===== src/rtl/kdec_pkg.sv =====
package kdec_pkg;
  localparam int BYTE_W = 8;

  localparam logic [BYTE_W-1:0] DELIM    = 8'hC0;
  localparam logic [BYTE_W-1:0] ESC      = 8'hDB;
  localparam logic [BYTE_W-1:0] ESC_DLM  = 8'hDC;
  localparam logic [BYTE_W-1:0] ESC_ESC  = 8'hDD;

  typedef enum logic [1:0] {
    ST_IDLE = 2'd0,
    ST_BODY = 2'd1,
    ST_ESC  = 2'd2
  } kdec_state_t;

  typedef struct packed {
    logic is_delim;
    logic is_esc;
    logic is_esc_dlm;
    logic is_esc_esc;
  } kdec_class_t;
endpackage


===== src/rtl/kdec_classify.sv =====
module kdec_classify
  import kdec_pkg::*;
(
  input  logic [BYTE_W-1:0] byte_i,
  output kdec_class_t       cls_o
);
  always_comb begin
    cls_o.is_delim   = (byte_i == DELIM);
    cls_o.is_esc     = (byte_i == ESC);
    cls_o.is_esc_dlm = (byte_i == ESC_DLM);
    cls_o.is_esc_esc = (byte_i == ESC_ESC);
  end
endmodule


===== src/rtl/kdec_ctrl.sv =====
module kdec_ctrl
  import kdec_pkg::*;
#(
  parameter int MAX_LEN = 256,
  localparam int CNT_W  = $clog2(MAX_LEN + 1)
) (
  input  logic              clk,
  input  logic              rst,
  input  logic              valid_i,
  input  logic [BYTE_W-1:0] byte_i,
  input  kdec_class_t       cls_i,
  output logic              emit_o,
  output logic [BYTE_W-1:0] emit_byte_o,
  output logic              sof_o,
  output logic              eof_o,
  output kdec_state_t       st_o,
  output logic [CNT_W-1:0]  cnt_o
);
  localparam logic [CNT_W-1:0] LIMIT = CNT_W'(MAX_LEN);

  kdec_state_t      st_q, st_d;
  logic [CNT_W-1:0] cnt_q, cnt_d;

  always_comb begin
    st_d        = st_q;
    cnt_d       = cnt_q;
    emit_o      = 1'b0;
    emit_byte_o = byte_i;
    sof_o       = 1'b0;
    eof_o       = 1'b0;
    if (valid_i) begin
      unique case (st_q)
        ST_IDLE: begin
          if (cls_i.is_delim) begin
            sof_o = 1'b1;
            st_d  = ST_BODY;
            cnt_d = '0;
          end
        end
        ST_BODY: begin
          if (cls_i.is_delim) begin
            eof_o = 1'b1;
            st_d  = ST_IDLE;
          end else if (cls_i.is_esc) begin
            st_d = ST_ESC;
          end else begin
            emit_o = 1'b1;
          end
        end
        ST_ESC: begin
          if (cls_i.is_delim) begin
            eof_o = 1'b1;
            st_d  = ST_IDLE;
          end else if (cls_i.is_esc_dlm) begin
            emit_o      = 1'b1;
            emit_byte_o = DELIM;
            st_d        = ST_BODY;
          end else if (cls_i.is_esc_esc) begin
            emit_o      = 1'b1;
            emit_byte_o = ESC;
            st_d        = ST_BODY;
          end else begin
            st_d = ST_BODY;
          end
        end
        default: st_d = ST_IDLE;
      endcase
      if (emit_o) begin
        cnt_d = cnt_q + CNT_W'(1);
        if (cnt_d == LIMIT) begin
          eof_o = 1'b1;
          st_d  = ST_IDLE;
        end
      end
    end
  end

  always_ff @(posedge clk) begin
    if (rst) begin
      st_q  <= ST_IDLE;
      cnt_q <= '0;
    end else begin
      st_q  <= st_d;
      cnt_q <= cnt_d;
    end
  end

  assign st_o  = st_q;
  assign cnt_o = cnt_q;
endmodule


===== src/rtl/kdec_outreg.sv =====
module kdec_outreg
  import kdec_pkg::*;
(
  input  logic              clk,
  input  logic              rst,
  input  logic              emit_i,
  input  logic [BYTE_W-1:0] emit_byte_i,
  input  logic              sof_i,
  input  logic              eof_i,
  output logic              valid_o,
  output logic [BYTE_W-1:0] byte_o,
  output logic              sof_o,
  output logic              eof_o
);
  always_ff @(posedge clk) begin
    if (rst) begin
      valid_o <= 1'b0;
      sof_o   <= 1'b0;
      eof_o   <= 1'b0;
      byte_o  <= '0;
    end else begin
      valid_o <= emit_i;
      sof_o   <= sof_i;
      eof_o   <= eof_i;
      if (emit_i) byte_o <= emit_byte_i;
    end
  end
endmodule


===== src/rtl/kiss_stream_decoder.sv =====
module kiss_stream_decoder
  import kdec_pkg::*;
#(
  parameter int MAX_LEN = 256,
  localparam int CNT_W  = $clog2(MAX_LEN + 1)
) (
  input  logic              clk,
  input  logic              rst,
  input  logic              in_valid,
  input  logic [BYTE_W-1:0] in_byte,
  output logic              out_valid,
  output logic [BYTE_W-1:0] out_byte,
  output logic              out_sof,
  output logic              out_eof
);
  kdec_class_t      cls;
  logic             emit, sof, eof;
  logic [BYTE_W-1:0] emit_byte;
  kdec_state_t      st_q;
  logic [CNT_W-1:0] cnt_q;

  kdec_classify u_classify (
    .byte_i (in_byte),
    .cls_o  (cls)
  );

  kdec_ctrl #(.MAX_LEN(MAX_LEN)) u_ctrl (
    .clk         (clk),
    .rst         (rst),
    .valid_i     (in_valid),
    .byte_i      (in_byte),
    .cls_i       (cls),
    .emit_o      (emit),
    .emit_byte_o (emit_byte),
    .sof_o       (sof),
    .eof_o       (eof),
    .st_o        (st_q),
    .cnt_o       (cnt_q)
  );

  kdec_outreg u_outreg (
    .clk         (clk),
    .rst         (rst),
    .emit_i      (emit),
    .emit_byte_i (emit_byte),
    .sof_i       (sof),
    .eof_i       (eof),
    .valid_o     (out_valid),
    .byte_o      (out_byte),
    .sof_o       (out_sof),
    .eof_o       (out_eof)
  );
endmodule


===== config.mk =====
export PLATFORM = sky130hd
export DESIGN_NAME = kiss_stream_decoder
export DESIGN_NICKNAME = d
export VERILOG_FILES = /design/src/rtl/kdec_pkg.sv /design/src/rtl/kdec_classify.sv /design/src/rtl/kdec_ctrl.sv /design/src/rtl/kdec_outreg.sv /design/src/rtl/kiss_stream_decoder.sv
export SDC_FILE = /design/constraint.sdc
export NUM_CORES = 1
export LEC_CHECK = 0
export BUFFER_PORTS_ARGS = -buffer_cell sky130_fd_sc_hd__buf_2
export CORE_MARGIN = 10
export CORE_UTILIZATION = 50
export CTS_CLUSTER_SIZE = 40
export DETAILED_ROUTE_END_ITERATION = 8
export PLACE_DENSITY = 0.75
export REMOVE_ABC_BUFFERS = 1
export SLEW_MARGIN = 20
export SYNTH_ARGS = -nofsm -noshare
export SYNTH_HDL_FRONTEND = slang
export SYNTH_SLANG_ARGS = --single-unit

===== constraint.sdc =====
create_clock -name clk -period 3.3 [get_ports clk]
set_clock_uncertainty 0.2 [all_clocks]
set_input_delay 0.165 -clock clk [delete_from_list [all_inputs] [get_ports clk]]
set_output_delay 0.165 -clock clk [all_outputs]
set_load 0.005 [all_outputs]

== Word-level counts from Yosys, hierarchy flattened ==
Index checks and enable logic that the tools add are counted.
Word-level totals
  memories: 0
  memory bits (read-only): 0
  logic and storage cells: 50
  bits in latches: 0
  memory bits (writable): 0
  bits of input ports: 11
  register bits: 22
Operators by class
  multipliers: 0
  equal/unequal tests: 7
  add/sub/neg operators: 1
  $lt $le $gt $ge: 0
  reduce and logical (&&, ||, !) cells: 7
  bitwise logic cells: 2
  shift-type cells: 0
  divide/modulo/power cells: 0
  mux-type cells: 27
Operator list (number)
  8-bit two-way mux: 5
  8-bit == test, second input constant: 4
  9-bit two-way mux: 3
  1-bit two-way mux: 12
  2-bit two-way mux: 5
  9-bit by 1-bit adder with 9-bit output, second input constant: 1
  9-bit == test, second input constant: 1
  2-bit case mux with 3 select lines: 1
  2-bit nonzero test: 2
  2-bit OR reduction: 2
  3-bit AND reduction: 1
  3-bit OR reduction: 1
  2-bit by 1-bit == test with 1-bit output, second input constant: 1
  2-bit == test, second input constant: 1
  2-bit logical NOT: 1
  1-bit NOT: 2
  1-bit case mux with 2 select lines: 1

== Logic depth before layout (Yosys ltp) ==
Gate-level depths: netlist (run 1).
  word-level depth: 8
  gate-level depth with buffers: 9
  gate-level depth less buffers: 9

== Hierarchy ==
Synthesis (run 1) repeated with hierarchy kept, for this count alone.
Unflattened totals
  cell total of the unflattened synthesis: 158
  area total of the unflattened synthesis: 1303.8 um2
By module, submodules not included
  kdec_ctrl: area each 875.8 um2, cells each 117, seq. area each 220.2 um2, instances 1
  kdec_outreg: area each 365.4 um2, cells each 32, seq. area each 220.2 um2, instances 1
  kdec_classify: area each 62.6 um2, cells each 9, seq. area each 0.0 um2, instances 1

== Worst setup path after synthesis (run 1) ==
OpenSTA, ideal clock, no wires.
  path type: reg2reg
  start point: register u_ctrl.st_q[0], in the netlist u_ctrl.st_o[0]
  end point: register u_ctrl.st_q[0], in the netlist u_ctrl.st_o[0]
  arrival time: 1.652 ns
  library setup time: 0.117 ns
  slack: 1.331 ns
  stages on the path, launching flop included: 8
  path buffers: 0
  required time: 2.983 ns
  path through: dfxtp_1 > inv_1 > ha_1 > nand4b_1 > nor3_1 > o2bb2ai_2 > o2111ai_1 > a22o_1
Between the ends
  cells in the longest elaborated chain, start to end: 5
  elaborated cells on any way between the ends: 11
  classes of those cells: eq/ne: 2; mux: 8; reduce/logical: 1
RTL lines
  start, declared: RTL line kdec_ctrl.sv:21  | kdec_state_t st_q, st_d;
  start signal, assigned: RTL line kdec_ctrl.sv:83  | st_q <= st_d;
  2-bit two-way mux: RTL line kdec_ctrl.sv:44  | end else if (cls_i.is_esc) begin
  2-bit two-way mux: RTL line kdec_ctrl.sv:41  | if (cls_i.is_delim) begin
  2-bit case mux with 3 select lines: RTL line kdec_ctrl.sv:32  | unique case (st_q)
  2-bit two-way mux: RTL line kdec_ctrl.sv:70  | if (cnt_d == LIMIT) begin
  2-bit two-way mux *: RTL line kdec_ctrl.sv:68  | if (emit_o) begin
Every way passes the cells marked *; elsewhere a longest branch is shown, timed or not. The select of a mux whose other input is x is not followed.
A chain may end at the register's enable or synchronous reset.

== Final worst setup path (run 1) ==
  start point: input port in_byte[1]
  end point: register u_ctrl.cnt_q[1], in the netlist u_ctrl.cnt_o[1]
Between the ends
  cells in the longest elaborated chain, start to end: 8
  elaborated cells on any way between the ends: 15
  classes of those cells: eq/ne: 4; mux: 8; reduce/logical: 3
RTL lines
  start, declared: RTL line kiss_stream_decoder.sv:10  | input logic [BYTE_W-1:0] in_byte,
  8-bit == test: RTL line kdec_classify.sv:11  | cls_o.is_esc_esc = (byte_i == ESC_ESC);
  1-bit two-way mux: RTL line kdec_ctrl.sv:58  | end else if (cls_i.is_esc_esc) begin
  1-bit two-way mux: RTL line kdec_ctrl.sv:54  | end else if (cls_i.is_esc_dlm) begin
  1-bit two-way mux: RTL line kdec_ctrl.sv:51  | if (cls_i.is_delim) begin
  1-bit case mux with 2 select lines: RTL line kdec_ctrl.sv:32
  1-bit two-way mux: RTL line kdec_ctrl.sv:31  | if (valid_i) begin
  2-bit nonzero test (no line)
  3-bit AND reduction (no line)
  end signal, assigned: RTL line kdec_ctrl.sv:84  | cnt_q <= cnt_d;
  end, declared: RTL line kdec_ctrl.sv:22  | logic [CNT_W-1:0] cnt_q, cnt_d;
Parallel ways exist; a longest one is shown, timed or not. The select of a mux whose other input is x is not followed.

==> flow_metrics.tcl, run 1 <==
set metrics [dict create \
    clk_pin_slew_ns 0.11 \
    ant_nets 0 \
    synth_xor_area_share_pct 0.7172 \
    ys_top_cells_by_count "22 x dfxtp_1, 20 x o21ai_0, 12 x inv_1" \
    syn_area_per_cell_um2 8.661 \
    vias 1171 \
    power_switching_uw 95.98 \
    synth_top_family_by_area "simple AND/OR/NAND/NOR gates" \
    ys_ff_latch 22 \
    top_layer "met4" \
    placed_cells 187 \
    overflow 0 \
    slowest_delay_ns 0.55 \
    grt.total_usage_pct 12.29 \
    final_area_mm2 0.001423 \
    finalCriticalPeriod_ns 2.505 \
    io_buffers 21 \
    hold_viol 0 \
    p_total_uw 418.8 \
    wl_met3_um 187 \
    period_share_pct 75.90 \
    yosysTopAreaCell "dfxtp_1" \
    path_class "input port to register" \
    path_delay_family "simple AND/OR/NAND/NOR gates" \
    grt_pass1_wl_um 5188 \
    cts_tree "built" \
    wl_um 2967 \
    synthArstFlopShare_pct 0 \
    clock-sinks 22 \
    synth_area_leaders "dfxtp_1 36%, o21ai_0 8.2%, ha_1 5.1%" \
    drt-met1-wl_um 1248 \
    die_area_mm2 0.004819 \
    synthSimpleGateAreaFrac_pct 26.74 \
    place_area_mm2 0.001350 \
    min_path_cells 3 \
    worst-path-buf-inv 2 \
    synthAdderAreaFrac_pct 5.123 \
    syn_inst 141 \
    cp-start-kind "input port" \
    gp_congestion 0.8810 \
    p_seq_share_pct 63.4 \
    nNetsFinal 185 \
    netlist_area_mm2 0.001221 \
    ctsHtreeMaxLevel 1 \
    clkLatencyLatePin_ns 0.31 \
    drc 0 \
    worst_pin_slew_ns 0.4858 \
    power_frac_comb_pct 8.0 \
    num_rows 17 \
    worstReg2RegEnd "u_ctrl.st_o[0]" \
    antennaDiodeCount 0 \
    grt_pass1_vias 1180 \
    p_clk_share_pct 28.6 \
    core-area_mm2 0.002276 \
    area_delta_synth_final_pct 16.50 \
    cp_data_required_time_ns 3.28 \
    ys_seq_area_share_pct 36.07 \
    fill_cells 191 \
    post-route-util_pct 62.51 \
    crit_cells 7 \
    swShare_pct 22.92 \
    r2r-start "u_ctrl.st_o[0]" \
    crit_end "u_ctrl.cnt_o[1]" \
    fmax_ghz 0.3993 \
    cts_made_buffers 3 \
    cpMaxStageDelayCell "dlygate4sd3_1" \
    initial_core_util_pct 53.66 \
    die-height_um 69.42 \
    ys.flop_type "dfxtp_1" \
    max-cap-violations 0 \
    synth.area.mux_share_pct 0.8197 \
    cp-end-kind "register" \
    yosys_warnings 0 \
    powerDensity_mw_per_mm2 294.4 \
    ios 22 \
    final_cell_count_no_fill 195 \
    rsz0062_at_grt "no" \
    vdd_drop_max_mv 0.2075 \
    hold_path_class "input port to register" \
    antenna_found_initial 0 \
    startpoint "in_byte[1]" \
    synth.most_common_cell "dfxtp_1" \
    hpwl_um 2202 \
    avgViaCountPerCell 6.005 \
    reg2reg_depth 7 \
    slew_headroom_pct 67.36 \
    setup_viol_count_final 0 \
    worstPathMaxFanout 9 \
    power_leakage_nw 0.5465 \
    drive_above_1_share_pct 19.16 \
    maxSlewViolCount 0 \
    drtPass1Iterations 4 \
    r2r_setup_slack_ns 0.96 \
    synth_edf_count 0 \
    cts_buffer_depth 2 \
    cts-root-buf "clkbuf_4" \
    fp.dieW_um 69.42 \
    finalSetupTns_ns 0 \
    met2_length_um 1473 \
    wire_per_inst_um 15.22 \
    status "completed" \
    grt_max_degree 16 \
    cts_setup_buffers 0 \
    yosys.area.top_type_share_pct 36.07 \
    yosysUniqueCellTypes 41 \
    internal_power_uw 322.8 \
    drt_iter0_drc 55 \
    critPathArrivalTime_ns 2.49 \
    cp_cell_sequence "dlygate4sd3_1, buf_2, or4_4, nor3_1, o2111ai_1, o21bai_2, o21ai_0" \
    synth_compound_area_share_pct 25.41 \
]
## final cells by class
class | instances | area, µm² | share of cell area, %
repair buffers | 26 | 155.1 | 10.91
well taps | 28 | 35.03 | 2.463
multi-input cells | 103 | 718.2 | 50.48
flip-flops and latches | 22 | 440.4 | 30.96
inverters | 13 | 51.30 | 3.606
clock buffers | 3 | 22.52 | 1.583
## worst min-delay path, stage by stage
cell      delay (ns)
buf_2           0.14
nand4b_1        0.11
o21ai_0         0.07
## cell usage in the layout, fill, tap and decap left out, types with 4 or more instances in the layout
cell type       n
dfxtp_1        22
buf_2          21
o21ai_0        20
inv_1          12
nand2b_1        7
nand2_1         6
nand4b_1        5
nand3_1         5
nor2_1          5
ha_1            5
dlygate4sd3_1   5
nor3_1          4
nor4_1          4
## per-layer routing
layer,up-vias,track usage [%]
met3,7,3.852
met4,0,4.435
met2,35,21.47
li1,576,-
met5,-,0
met1,553,13.47
## worst min path at each step
stage | slack (ns) | startpoint | to
2_1_floorplan | 0.09 | in_byte[3] | u_outreg.byte_o[3]
3_3_place_gp | 0.24 | in_byte[5] | u_outreg.byte_o[5]
3_5_place_dp | 0.25 | u_outreg.byte_o[1] | u_outreg.byte_o[1]
4_1_cts | 0.005 | in_byte[0] | u_outreg.byte_o[0]
5_1_grt | 0.03 | in_byte[2] | u_outreg.byte_o[2]
6_report | 0.01 | in_byte[0] | u_outreg.byte_o[0]
## flip-flops by register name, indices dropped and copies added (netlist names)
| name | count |
|---|---|
| u_ctrl.cnt_o | 9 |
| u_ctrl.st_o | 2 |
| u_outreg.byte_o | 8 |
| u_outreg.eof_o | 1 |
| u_outreg.sof_o | 1 |
| u_outreg.valid_o | 1 |
## metrics by stage
stage	hold WS (ns)	setup WS (ns)
2_1_floorplan	0.09063	1.331
3_3_place_gp	0.2435	1.030
3_5_place_dp	0.2465	1.017
4_1_cts	0.005396	0.8344
5_1_grt	0.02590	0.6562
6_report	0.01345	0.7954
## power by group through the flow
stage	Clock, mW	Sequential [mW]	Combinational [mW]
2_1_floorplan	0	0.272	0.0121
3_3_place_gp	0	0.272	0.0271
3_5_place_dp	0	0.272	0.0281
4_1_cts	0.121	0.266	0.0326
5_1_grt	0.132	0.266	0.0364
6_report	0.120	0.265	0.0335
## logic make-up after synthesis
kind of cell	count (synthesis)
buf+inv	16
mux	1
fa+ha+maj	5
flops	22
simple gates	53
xor+xnor	1
compound gates	43
## repair_timing
action	CTS	global route
hold endpoints to repair	5	0
gates resized for setup	0	0
hold buffers	5	0
Power figures use the tool's default switching activity.
==> run 2, diff against run 1 <==
==> constraint.sdc (replaced) <==
create_clock -name clk -period 2.55 [get_ports clk]
set_clock_uncertainty 0.2 [all_clocks]
set_input_delay 0.1275 -clock clk [delete_from_list [all_inputs] [get_ports clk]]
set_output_delay 0.1275 -clock clk [all_outputs]
set_load 0.005 [all_outputs]
==> run 2 against run 1 <==
Against the previous run:
- die area stayed put
- core utilization is 1.2 points higher
- worst hold slack hardly changed
- register-to-register slack worse by 0.70 ns
- critical path depth is 2 higher
- total power is 30% higher
- highest routed layer unchanged
==> flow_metrics.tcl, run 2 (synthesis gave the netlist of run 1 again) <==
set metrics [dict create \
    hold_path_class "input port to register" \
    ctsHtreeMaxLevel 1 \
    place_area_mm2 0.001358 \
    reg2reg_depth 9 \
    die_area_mm2 0.004819 \
    post-route-util_pct 63.72 \
    finalSetupTns_ns 0 \
    antenna_found_initial 0 \
    wire_per_inst_um 14.54 \
    avgViaCountPerCell 5.818 \
    grt.total_usage_pct 12.41 \
    max-cap-violations 0 \
    slowest_delay_ns 0.56 \
    crit_cells 9 \
    setup_viol_count_final 0 \
    worst_pin_slew_ns 0.4359 \
    cp_cell_sequence "dlygate4sd3_1, buf_2, or4_4, a211oi_2, o2bb2ai_2, nand2_4, inv_4, nor2b_4, a32o_1" \
    drtPass1Iterations 4 \
    slew_headroom_pct 70.77 \
    grt_pass1_wl_um 5168 \
    die-height_um 69.42 \
    io_buffers 21 \
    cp_data_required_time_ns 2.56 \
    status "completed" \
    grt_pass1_vias 1139 \
    antennaDiodeCount 0 \
    ant_nets 0 \
    initial_core_util_pct 53.66 \
    cts_made_buffers 3 \
    mostFrequentLayoutCells "22 x dfxtp_1, 21 x buf_2, 20 x o21ai_0" \
    min_path_cells 3 \
    ios 22 \
    worst-path-buf-inv 3 \
    cp-end-kind "register" \
    drt_iter0_drc 86 \
    cts_resized 0 \
    drive_above_1_share_pct 19.41 \
    fmax_ghz 0.4195 \
    finalCriticalPeriod_ns 2.384 \
    rsz0062_at_grt "no" \
    worstPathMaxFanout 9 \
    period_share_pct 93.47 \
    wl_um 2878 \
    clkLatencyLatePin_ns 0.31 \
    gp_congestion 0.8594 \
    cts_buffer_depth 2 \
    final_common_cell "dfxtp_1" \
    overflow 0 \
    maxSlewViolCount 0 \
    cts-root-buf "clkbuf_4" \
    cp-start-kind "input port" \
    power_leakage_nw 0.5603 \
    clock-sinks 22 \
    fp.dieW_um 69.42 \
    cpMaxStageDelayCell "or4_4" \
    path_delay_family "simple AND/OR/NAND/NOR gates" \
    core-area_mm2 0.002276 \
    clk_pin_slew_ns 0.11 \
    path_class "input port to register" \
    hold_viol 0 \
    hpwl_um 2175 \
    area_delta_synth_final_pct 18.75 \
    num_rows 17 \
    final_area_mm2 0.001450 \
    fill_cells 202 \
    grt_max_degree 16 \
    vdd_drop_max_mv 0.3606 \
    nNetsFinal 188 \
    largest_reg_flops 9 \
    vias 1152 \
    cts_tree "built" \
    drc 0 \
    critPathArrivalTime_ns 2.40 \
    powerDensity_mw_per_mm2 376.6 \
]
==> run 2: changes by cell type in the layout (fill, tap and decap cells not counted), sizes merged <==
cell / previous run / this run
buf: 21 / 22
dlygate4sd3: 5 / 7
==> run 2: repair_timing <==
action,4_1_cts,5_1_grt
hold endpoints to repair,7,0
buffers inserted,0,0
hold buffers,7,0
==> run 2: worst paths after layout <==
path	start	end	slack [ns]
max	in_byte[0]	u_outreg.byte_o[2]	0.17
min	in_valid	u_outreg.byte_o[4]	0.01
max reg2reg	u_ctrl.st_o[0]	u_outreg.byte_o[2]	0.26
min reg2reg	u_outreg.byte_o[1]	u_outreg.byte_o[1]	0.29
==> run 2: per-layer routing <==
metal / global-route usage (%) / part of all wire, % / vias to the layer above
met5: 0 / 0 / -
met4: 4.878 / 2.1 / 0
met3: 4.280 / 6.6 / 7
met2: 19.86 / 45 / 34
met1: 14.70 / 46 / 530
li1: - / - / 581
==> run 2: stage by stage <==
step | worst slack, ns | std cells | hold slack (ns) | power (mW)
floorplan | 0.5810 | 138 | 0.05313 | 0.3671
global placement | 0.3921 | 188 | 0.2100 | 0.3876
detailed placement | 0.3052 | 188 | 0.2101 | 0.3883
CTS | 0.1721 | 198 | 0.005079 | 0.5542
global route | 0.05354 | 198 | 0.01296 | 0.5784
finish | 0.1665 | 198 | 0.01377 | 0.5461
==> run 2: layout make-up <==
type                       count  area, µm²  area share, %
timing repair buffer          29      182.7          12.60
tap                           28      35.03          2.416
multi-input combinational    103      718.2          49.53
sequential                    22      440.4          30.37
clock buffer                   3      22.52          1.553
inverter                      13      51.30          3.538
==> run 2: where the power goes <==
| part | internal [mW] | total [mW] | switching [mW] |
|---|---|---|---|
| logic | 0.0211 | 0.0460 | 0.0249 |
| registers | 0.344 | 0.344 | 0.0000570 |
| clock network | 0.0553 | 0.157 | 0.101 |
==> run 2: worst min-delay path, delay by kind of cell <==
kind | cells | cell delay [ns]
buffers and inverters | 1 | 0.18
AND/OR/NAND/NOR | 1 | 0.08
AO/OA/AOI/OAI | 1 | 0.09
